$ cat config.mk
export PLATFORM = sky130hd
export DESIGN_NAME = reframp_seq
export DESIGN_NICKNAME = d
export VERILOG_FILES = /design/src/rtl/reframp_pkg.sv /design/src/rtl/reframp_step_timer.sv /design/src/rtl/reframp_code_acc.sv /design/src/rtl/reframp_ctrl.sv /design/src/rtl/reframp_seq.sv
export SDC_FILE = /design/constraint.sdc
export NUM_CORES = 1
export LEC_CHECK = 0
export BUFFER_PORTS_ARGS = -buffer_cell sky130_fd_sc_hd__buf_4
export CORE_ASPECT_RATIO = 0.75
export CORE_MARGIN = 1
export CORE_UTILIZATION = 55
export DETAILED_ROUTE_END_ITERATION = 8
export HOLD_SLACK_MARGIN = 0.08
export PLACE_DENSITY_LB_ADDON = 0.08
export SYNTH_ARGS = -nofsm -noshare
export SYNTH_HDL_FRONTEND = slang
export SYNTH_HIERARCHICAL = 1
export SYNTH_SLANG_ARGS = --single-unit
export TNS_END_PERCENT = 100
$ cat constraint.sdc
create_clock -name clk -period 4.1 [get_ports clk]
set_clock_uncertainty 0.2 [all_clocks]
set_input_delay 0.82 -clock clk [delete_from_list [all_inputs] [get_ports clk]]
set_output_delay 0.82 -clock clk [all_outputs]
set_load 0.1 [all_outputs]
$ cat src/rtl/reframp_pkg.sv
package reframp_pkg;

   typedef enum logic [1:0] {
      RS_IDLE = 2'd0,
      RS_UP   = 2'd1,
      RS_FULL = 2'd2,
      RS_DOWN = 2'd3
   } rs_state_e;

   // Clock cycles per code step for a ramp of dur_us microseconds.
   function automatic int unsigned step_cycles(input int unsigned clk_khz,
                                               input int unsigned dur_us,
                                               input int unsigned steps);
      return (clk_khz * dur_us / 1000) / steps;
   endfunction

   function automatic int unsigned max_u(input int unsigned a, input int unsigned b);
      return (a > b) ? a : b;
   endfunction

endpackage

$ cat src/rtl/reframp_step_timer.sv
module reframp_step_timer #(
   parameter int unsigned UP_LIM = 2,
   parameter int unsigned DN_LIM = 16,
   localparam int unsigned MAX_LIM = reframp_pkg::max_u(UP_LIM, DN_LIM),
   localparam int unsigned CNT_W = $clog2(MAX_LIM + 1)
) (
   input  logic clk,
   input  logic rst_n,
   input  logic run,
   input  logic dir_up,
   input  logic restart,
   output logic tick
);

   localparam logic [CNT_W-1:0] UP_LAST = CNT_W'(UP_LIM - 1);
   localparam logic [CNT_W-1:0] DN_LAST = CNT_W'(DN_LIM - 1);

   logic [CNT_W-1:0] cnt_q;
   logic [CNT_W-1:0] last;

   generate
      if (UP_LIM == DN_LIM) begin : g_shared
         assign last = UP_LAST;
         logic unused_dir;
         assign unused_dir = dir_up;
      end else begin : g_split
         assign last = dir_up ? UP_LAST : DN_LAST;
      end
   endgenerate

   assign tick = run && (cnt_q == last);

   always_ff @(posedge clk or negedge rst_n) begin
      if (!rst_n) begin
         cnt_q <= '0;
      end else if (restart || !run || tick) begin
         cnt_q <= '0;
      end else begin
         cnt_q <= cnt_q + 1'b1;
      end
   end

endmodule

$ cat src/rtl/reframp_code_acc.sv
module reframp_code_acc #(
   parameter int unsigned CODE_W = 10,
   localparam logic [CODE_W-1:0] FULL = {CODE_W{1'b1}}
) (
   input  logic              clk,
   input  logic              rst_n,
   input  logic              clr,
   input  logic              inc,
   input  logic              dec,
   output logic [CODE_W-1:0] code,
   output logic              near_top,
   output logic              at_zero
);

   logic [CODE_W-1:0] code_q;

   always_ff @(posedge clk or negedge rst_n) begin
      if (!rst_n) begin
         code_q <= '0;
      end else if (clr) begin
         code_q <= '0;
      end else if (inc && (code_q != FULL)) begin
         code_q <= code_q + 1'b1;
      end else if (dec && (code_q != '0)) begin
         code_q <= code_q - 1'b1;
      end
   end

   assign code     = code_q;
   assign near_top = (code_q == FULL - 1'b1);
   assign at_zero  = (code_q == '0);

endmodule

$ cat src/rtl/reframp_ctrl.sv
module reframp_ctrl
   import reframp_pkg::*;
(
   input  logic clk,
   input  logic rst_n,
   input  logic en_req,
   input  logic por_ok,
   input  logic fault_stop,
   input  logic fb_reached,
   input  logic tick,
   input  logic near_top,
   input  logic at_zero,
   output logic run,
   output logic dir_up,
   output logic restart,
   output logic inc,
   output logic dec,
   output logic clr,
   output logic sw_permit,
   output logic ss_done,
   output logic stop_active
);

   rs_state_e st_q, st_d;
   logic      fault_q;
   logic      permit_q;
   logic      fault_now;
   logic      go;

   // A fault is held until enable is withdrawn or the supply drops.
   always_ff @(posedge clk or negedge rst_n) begin
      if (!rst_n) begin
         fault_q <= 1'b0;
      end else if (!por_ok || !en_req) begin
         fault_q <= 1'b0;
      end else if (fault_stop) begin
         fault_q <= 1'b1;
      end
   end

   assign fault_now = fault_q || (fault_stop && en_req);
   assign go        = en_req && por_ok && !fault_now;

   always_comb begin
      st_d = st_q;
      if (!por_ok) begin
         st_d = RS_IDLE;
      end else begin
         unique case (st_q)
            RS_IDLE: if (go) st_d = RS_UP;
            RS_UP: begin
               if (!go)                   st_d = RS_DOWN;
               else if (tick && near_top) st_d = RS_FULL;
            end
            RS_FULL: if (!go) st_d = RS_DOWN;
            RS_DOWN: begin
               if (go)           st_d = RS_UP;
               else if (at_zero) st_d = RS_IDLE;
            end
            default: st_d = RS_IDLE;
         endcase
      end
   end

   always_ff @(posedge clk or negedge rst_n) begin
      if (!rst_n) begin
         st_q <= RS_IDLE;
      end else begin
         st_q <= st_d;
      end
   end

   assign run     = (st_q == RS_UP) || (st_q == RS_DOWN);
   assign dir_up  = (st_q == RS_UP);
   assign restart = (st_d != st_q);
   assign clr     = !por_ok;
   assign inc     = (st_q == RS_UP) && go && tick;
   assign dec     = (st_q == RS_DOWN) && !go && !at_zero && tick && por_ok;

   always_ff @(posedge clk or negedge rst_n) begin
      if (!rst_n) begin
         permit_q <= 1'b0;
      end else if (!por_ok || fault_now) begin
         permit_q <= 1'b0;
      end else if ((st_q == RS_DOWN) && at_zero && !go) begin
         permit_q <= 1'b0;
      end else if ((st_q == RS_UP) && fb_reached) begin
         permit_q <= 1'b1;
      end
   end

   assign sw_permit   = permit_q;
   assign ss_done     = (st_q == RS_FULL);
   assign stop_active = (st_q == RS_DOWN);

endmodule

$ cat src/rtl/reframp_seq.sv
module reframp_seq #(
   parameter int unsigned CODE_W   = 10,
   parameter int unsigned CLK_KHZ  = 50000,
   parameter int unsigned START_US = 1000,
   parameter int unsigned STOP_US  = 8000
) (
   input  logic              clk,
   input  logic              rst_n,
   input  logic              en_req,
   input  logic              por_ok,
   input  logic              fault_stop,
   input  logic              fb_reached,
   output logic [CODE_W-1:0] ref_code,
   output logic              sw_permit,
   output logic              ss_done,
   output logic              stop_active
);

   localparam int unsigned STEPS      = (1 << CODE_W) - 1;
   localparam int unsigned START_STEP = reframp_pkg::step_cycles(CLK_KHZ, START_US, STEPS);
   localparam int unsigned STOP_STEP  = reframp_pkg::step_cycles(CLK_KHZ, STOP_US, STEPS);

   generate
      if (CODE_W < 2 || CODE_W > 16) begin : g_bad_width
         $error("reframp_seq: CODE_W must be in 2..16");
      end
      if (START_STEP < 1) begin : g_bad_start
         $error("reframp_seq: rise duration shorter than one cycle per step");
      end
      if (STOP_STEP < 1) begin : g_bad_stop
         $error("reframp_seq: fall duration shorter than one cycle per step");
      end
   endgenerate

   logic tick, near_top, at_zero;
   logic run, dir_up, restart, inc, dec, clr;

   reframp_ctrl u_ctrl (
      .clk        (clk),
      .rst_n      (rst_n),
      .en_req     (en_req),
      .por_ok     (por_ok),
      .fault_stop (fault_stop),
      .fb_reached (fb_reached),
      .tick       (tick),
      .near_top   (near_top),
      .at_zero    (at_zero),
      .run        (run),
      .dir_up     (dir_up),
      .restart    (restart),
      .inc        (inc),
      .dec        (dec),
      .clr        (clr),
      .sw_permit  (sw_permit),
      .ss_done    (ss_done),
      .stop_active(stop_active)
   );

   reframp_step_timer #(
      .UP_LIM(START_STEP),
      .DN_LIM(STOP_STEP)
   ) u_timer (
      .clk    (clk),
      .rst_n  (rst_n),
      .run    (run),
      .dir_up (dir_up),
      .restart(restart),
      .tick   (tick)
   );

   reframp_code_acc #(
      .CODE_W(CODE_W)
   ) u_acc (
      .clk     (clk),
      .rst_n   (rst_n),
      .clr     (clr),
      .inc     (inc),
      .dec     (dec),
      .code    (ref_code),
      .near_top(near_top),
      .at_zero (at_zero)
   );

endmodule

# After elaboration in Yosys (flattened, before gate mapping)
# Cells that the tools add are included.
# W data, S select, Z words.
word_totals:
  regBits: 23
  inputBits: 6
  output_inout_bits: 13
  word_cells: 67
classes:
  add_sub_neg: 3
  eq_ne: 8
  muxes: 18
  n_reduce_logical: 33
ops:
  columns: ["op", "n"]
  rows:
  - ["$mux W10", 3]
  - ["$mux W9", 2]
  - ["$logic_and A1 B1 Y1", 16]
  - ["$mux W2", 7]
  - ["$add A10 B1 Y10 const B", 1]
  - ["$eq A10 B10 Y1 const B", 1]
  - ["$logic_not A10 Y1", 1]
  - ["$ne A10 B10 Y1 const B", 1]
  - ["$reduce_bool A10 Y1", 1]
  - ["$sub A10 B1 Y10 const B", 1]
  - ["$add A9 B1 Y9 const B", 1]
  - ["$eq A9 B9 Y1", 1]
  - ["$pmux W2 S4", 1]
  - ["$logic_not A1 Y1", 6]
  - ["$logic_or A1 B1 Y1", 6]
  - ["$mux W1", 5]
  - ["$eq A2 B2 Y1 const B", 2]
  - ["$ne A3 B1 Y1 const B", 1]
  - ["$reduce_bool A3 Y1", 1]
  - ["$eq A2 B1 Y1 const B", 1]
  - ["$logic_not A2 Y1", 1]
  - ["$ne A2 B2 Y1", 1]
  - ["$reduce_bool A2 Y1", 1]

# Depth between registers and ports, before layout
logic_depth:
  word_depth: 13
  depth_mapped: 14
  mapped_depth_nobuf: 13

# Modules after synthesis
# Netlist, hierarchy kept.
modules_own_cells:
  columns: ["module", "instances", "cells_per_inst", "area_each_um2", "seq_area_each_um2"]
  rows:
  - ["reframp_code_acc", 1, 88, 845.8, 250.2]
  - ["reframp_step_timer", 1, 45, 476.7, 225.2]
  - ["reframp_ctrl", 1, 36, 305.3, 100.1]

# Worst setup path before layout
# No wires, ideal clock.
synth_path:
  path_type: "reg2reg"
  startpoint: "reg u_acc.code_q[1] (netlist: u_acc/code[1])"
  endpoint: "reg u_acc.code_q[9] (netlist: u_acc/code[9])"
  t_arrival_ps: 3369
  t_required_ps: 3775
  slack_ps: 406
  stages_incl_launch_ff: 11
  path_buffers: 0
  synth_period_minus_slack_ps: 3694
  path_cell_list: "dfrtp_1 -> and4_1 -> nand3_2 -> o21ai_2 -> ha_1 -> a21o_1 -> a41oi_2 -> o21ai_2 -> a211oi_2 -> mux2_4 -> mux2_4"
synth_between:
  elab_chain_len: 7
  elab_cells_between_ends: 15
synth_rtl:
  columns: ["element", "line_no", "source"]
  rows:
  - ["start: declaration", "reframp_code_acc.sv:15", "logic [CODE_W-1:0] code_q;"]
  - ["start signal: assignment", "reframp_code_acc.sv:23", "code_q <= code_q + 1'b1;"]
  - ["start signal: assignment", "reframp_code_acc.sv:25", "code_q <= code_q - 1'b1;"]
  - ["branches (longest 7 deep; another with $sub A10 B1 Y10)", null, null]
# Several ways; the timed one is not identified. The select of a mux whose other input is x is not followed.
# A chain may end at the register's enable or synchronous reset.

# Worst setup path in the final report
layout_path:
  startpoint: "reg u_ctrl.st_q[0]"
  endpoint: "reg u_acc.code_q[9] (netlist: u_acc/code[9])"
layout_between:
  elab_chain_len: 8
  elab_cells_between_ends: 17
layout_rtl:
  columns: ["element", "line_no", "source"]
  rows:
  - ["start: declaration", "reframp_ctrl.sv:24", "rs_state_e st_q, st_d;"]
  - ["start signal: assignment", "reframp_ctrl.sv:69", "st_q <= st_d;"]
  - ["$eq A2 B1 Y1 (*)", "reframp_ctrl.sv:74", "assign dir_up = (st_q == RS_UP);"]
  - ["via dir_up", "reframp_seq.sv:36", "logic run, dir_up, restart, inc, dec, clr;"]
  - ["$mux W9", "reframp_step_timer.sv:27", "assign last = dir_up ? UP_LAST : DN_LAST;"]
  - ["$eq A9 B9 Y1", "reframp_step_timer.sv:31", "assign tick = run && (cnt_q == last);"]
  - ["$logic_and A1 B1 Y1 (*)", "reframp_step_timer.sv:31", null]
  - ["via tick", "reframp_seq.sv:35", "logic tick, near_top, at_zero;"]
  - ["$logic_and A1 B1 Y1 (*)", "reframp_ctrl.sv:77", "assign inc = (st_q == RS_UP) && go && tick;"]
  - ["via inc", "reframp_seq.sv:36", null]
  - ["$logic_and A1 B1 Y1 (*)", "reframp_code_acc.sv:22", "end else if (inc && (code_q != FULL)) begin"]
  - ["$mux W10", "reframp_code_acc.sv:22", null]
  - ["$mux W10", "reframp_code_acc.sv:20", "end else if (clr) begin"]
# The timed path passes the listed nets; every way through them passes the cells marked *.

==> impl_metrics.ini <==
[cts]
cts-hold-fix-buffers = 0
ctsLongestPathBuffers = 2
clock-root-buffer = clkbuf_8
cts_buffers = 3
clk_pin_slew_worst_paths_ns = 0.08
clock_latency_ns = 0.26
cts.sinks = 23
htreeDepth = 1
cts_tree = done
cts_setup_buffers = 0
postCtsResizedCells = 0

[critical_path]
cpLargestDelayFamily = compound AO/OA/AOI/OAI gates
path_cells = and2b_1 -> and4b_1 -> nand3_2 -> a211oi_4 -> and3_2 -> o21ai_2 -> ha_1 -> a21o_1 -> a41oi_2 -> o21ai_2 -> a211oi_2 -> mux2_4 -> mux2_4
cp_data_required_time_ns = 4.05
arrival_ns = 3.66
end_kind = flop
criticalPathCategory = flop to flop
max_stage_delay_ns = 0.53
critPathBufInv = 0
r2r_setup_slack_ns = 0.39
cp-start-kind = flop
critPathSlowestCell = dfrtp_1
cp_max_fo = 12

[place]
pre_cts_slack_ns = 0.429
dp_hpwl_mm = 2.47
post_dp_cell_area_mm2 = 0.00179
port_buffers = 18
gp_congestion = 0.879

[timing]
hold_viol_final = 0
rsz0062_at_grt = no
drv_slew = 0
fin_crit_ns = 3.71
setup_tns_ns = 0
setup_viol = 0
period_share_pct = 90.5
relSlewSlack_pct = 63.7
setup_slack_ns = 0.389
fmax_mhz = 269
tightest_slew_ns = 0.542

[yosys]
syn-num-nets = 185
ys_top_cells_by_area = dfrtp_1 (35%), ha_1 (6.9%), mux2i_1 (4.3%)
synth_top_area_share_pct = 35.4
yosysMostFrequentCell = dfrtp_1
yosys_warnings = 6
synth_top_area_cell = dfrtp_1
syn_inst = 169
synth_ff_type = dfrtp_1
synth_common_cells = dfrtp_1 (23), nor2_1 (16), ha_1 (9), nor3_1 (9)
synthArstFlopShare_pct = 100
synth_seq_cells = 23
ys_seq_area_share_pct = 35.4
avgSynthCellArea_um2 = 9.63
synthesis.area_mm2 = 0.00163
synth_cell_type_count = 48
synth_edf_count = 0

[floorplanning]
die_area_mm2 = 0.00318
die_width_um = 64.8
initial_core_util_pct = 60.2
rows = 16
die_y_um = 49.1
coreArea_mm2 = 0.00270
io_pins = 19

[power]
switching_share_pct = 26.3
leakage_uw = 0.000793
comb_power_share_pct = 12.0
clkPwrFrac_pct = 31.9
power_density_mw_per_mm2 = 233
ir_drop_v = 0.000255
p_int_uw = 315
pwr-share-seq_pct = 56.2
switchingPower_uw = 113

[global_route]
grt_pass1_wl_mm = 5.78
grt_overflow = 0
track_usage_pct = 23.6
grt_pass1_vias = 1242
grt_max_degree = 24
grt_antenna_before_repair = 0

[drt]
antenna_left = 0
routed_via_density = 6.22
drt_pass1_iterations = 4
drc = 0
vias = 1386
wl_per_cell_um = 14.7
drt_iter0_drc = 96
wl_mm = 3.28

[cells_and_area]
drive_above_1_share_pct = 19.3
antennaDiodeCount = 0
fin_nets = 204
syn2layout_area_growth_pct = 12.9
fin_area_mm2 = 0.00184

[min_path]
hp-class = input port to async pin

[job]
drv_cap = 0

[status]
run_status = completed
## routing by layer
metal	vias up	wire length, um	GRT usage [%]
met2	43	1480	35.9
met1	677	1610	34.5
met3	6	161	5.14
li1	660	-	-
met5	-	0	0
met4	0	25	4.81
## cell usage in the layout (no fill, tap or decap), types with 5 or more instances in the layout
cell type and count:
a21oi_1 8, buf_4 19, dfrtp_1 23, ha_1 9, inv_1 6, mux2i_1 7, nand2_1 7, nand3_1 7
nor2_1 16, nor3_1 9, nor4_1 5, xnor2_1 8, xor2_1 5
## path summary, 6_finish.rpt
check / startpoint / endpoint / cells after the start
setup / recovery: u_ctrl/st_q[0] / u_acc/code[9] / 13
hold / removal: rst_n / u_acc/code[0] / 1
setup reg to reg: u_ctrl/st_q[0] / u_acc/code[9] / 13
hold reg to reg: u_ctrl/fault_q / u_ctrl/sw_permit / 1
max in group asynchronous: rst_n / u_acc/code[7] / 1
min in group clk: u_ctrl/fault_q / u_ctrl/sw_permit / 1
## stage by stage
stage | hold WS, ns | power (uW) | util, % | cells
after global placement | 0.258 | 294 | 66.3 | 219
after floorplan | 0.239 | 280 | - | 169
after CTS | 0.236 | 434 | 68.0 | 223
final | 0.237 | 428 | 68.0 | 223
after detailed placement | 0.272 | 295 | 66.3 | 219
after global routing | 0.245 | 448 | 68.0 | 223
## logic make-up after synthesis
family                   synth area share (%)
AND/OR/NAND/NOR                          26.1
AO/OA/AOI/OAI                            14.5
flip-flops                               35.4
XOR/XNOR                                 6.99
buffers and inverters                    2.84
adder cells (fa/ha/maj)                  8.15
multiplexers                             6.15
## registers in the layout (all words and copies together), names as in the netlist
name / flops
u_acc/code: 10
u_ctrl/sw_permit: 1
u_timer/cnt_q: 9
u_ctrl/st_q: 2
u_ctrl/fault_q: 1
## worst register-to-register path: cells and delay by family, from the launching register on
| family | cells | cell delay, ns |
|---|---|---|
| AO/OA/AOI/OAI | 6 | 1.12 |
| AND/OR/NAND/NOR | 4 | 0.81 |
| multiplexers | 2 | 0.63 |
| flip-flops | 1 | 0.53 |
| adder cells (fa/ha/maj) | 1 | 0.32 |
## power groups by stage
| stage | Combinational [uW] | Clock, uW | Sequential, uW |
|---|---|---|---|
| detailed placement | 50.8 | 0 | 244 |
| finish | 51.1 | 136 | 240 |
| global placement | 50.1 | 0 | 244 |
| global route | 56.5 | 151 | 241 |
| floorplan | 37.2 | 0 | 243 |
| CTS | 50.9 | 143 | 240 |
## cell type report
type,count,area [um2]
Fill cell,212,865
Clock inverter,1,5.00
Timing Repair Buffer,19,143
Inverter,6,22.5
Sequential cell,23,576
Clock buffer,3,41.3
Tap cell,36,45.0
Multi-Input combinational cell,135,1010
No activity file was read; power rests on OpenSTA's default activity.
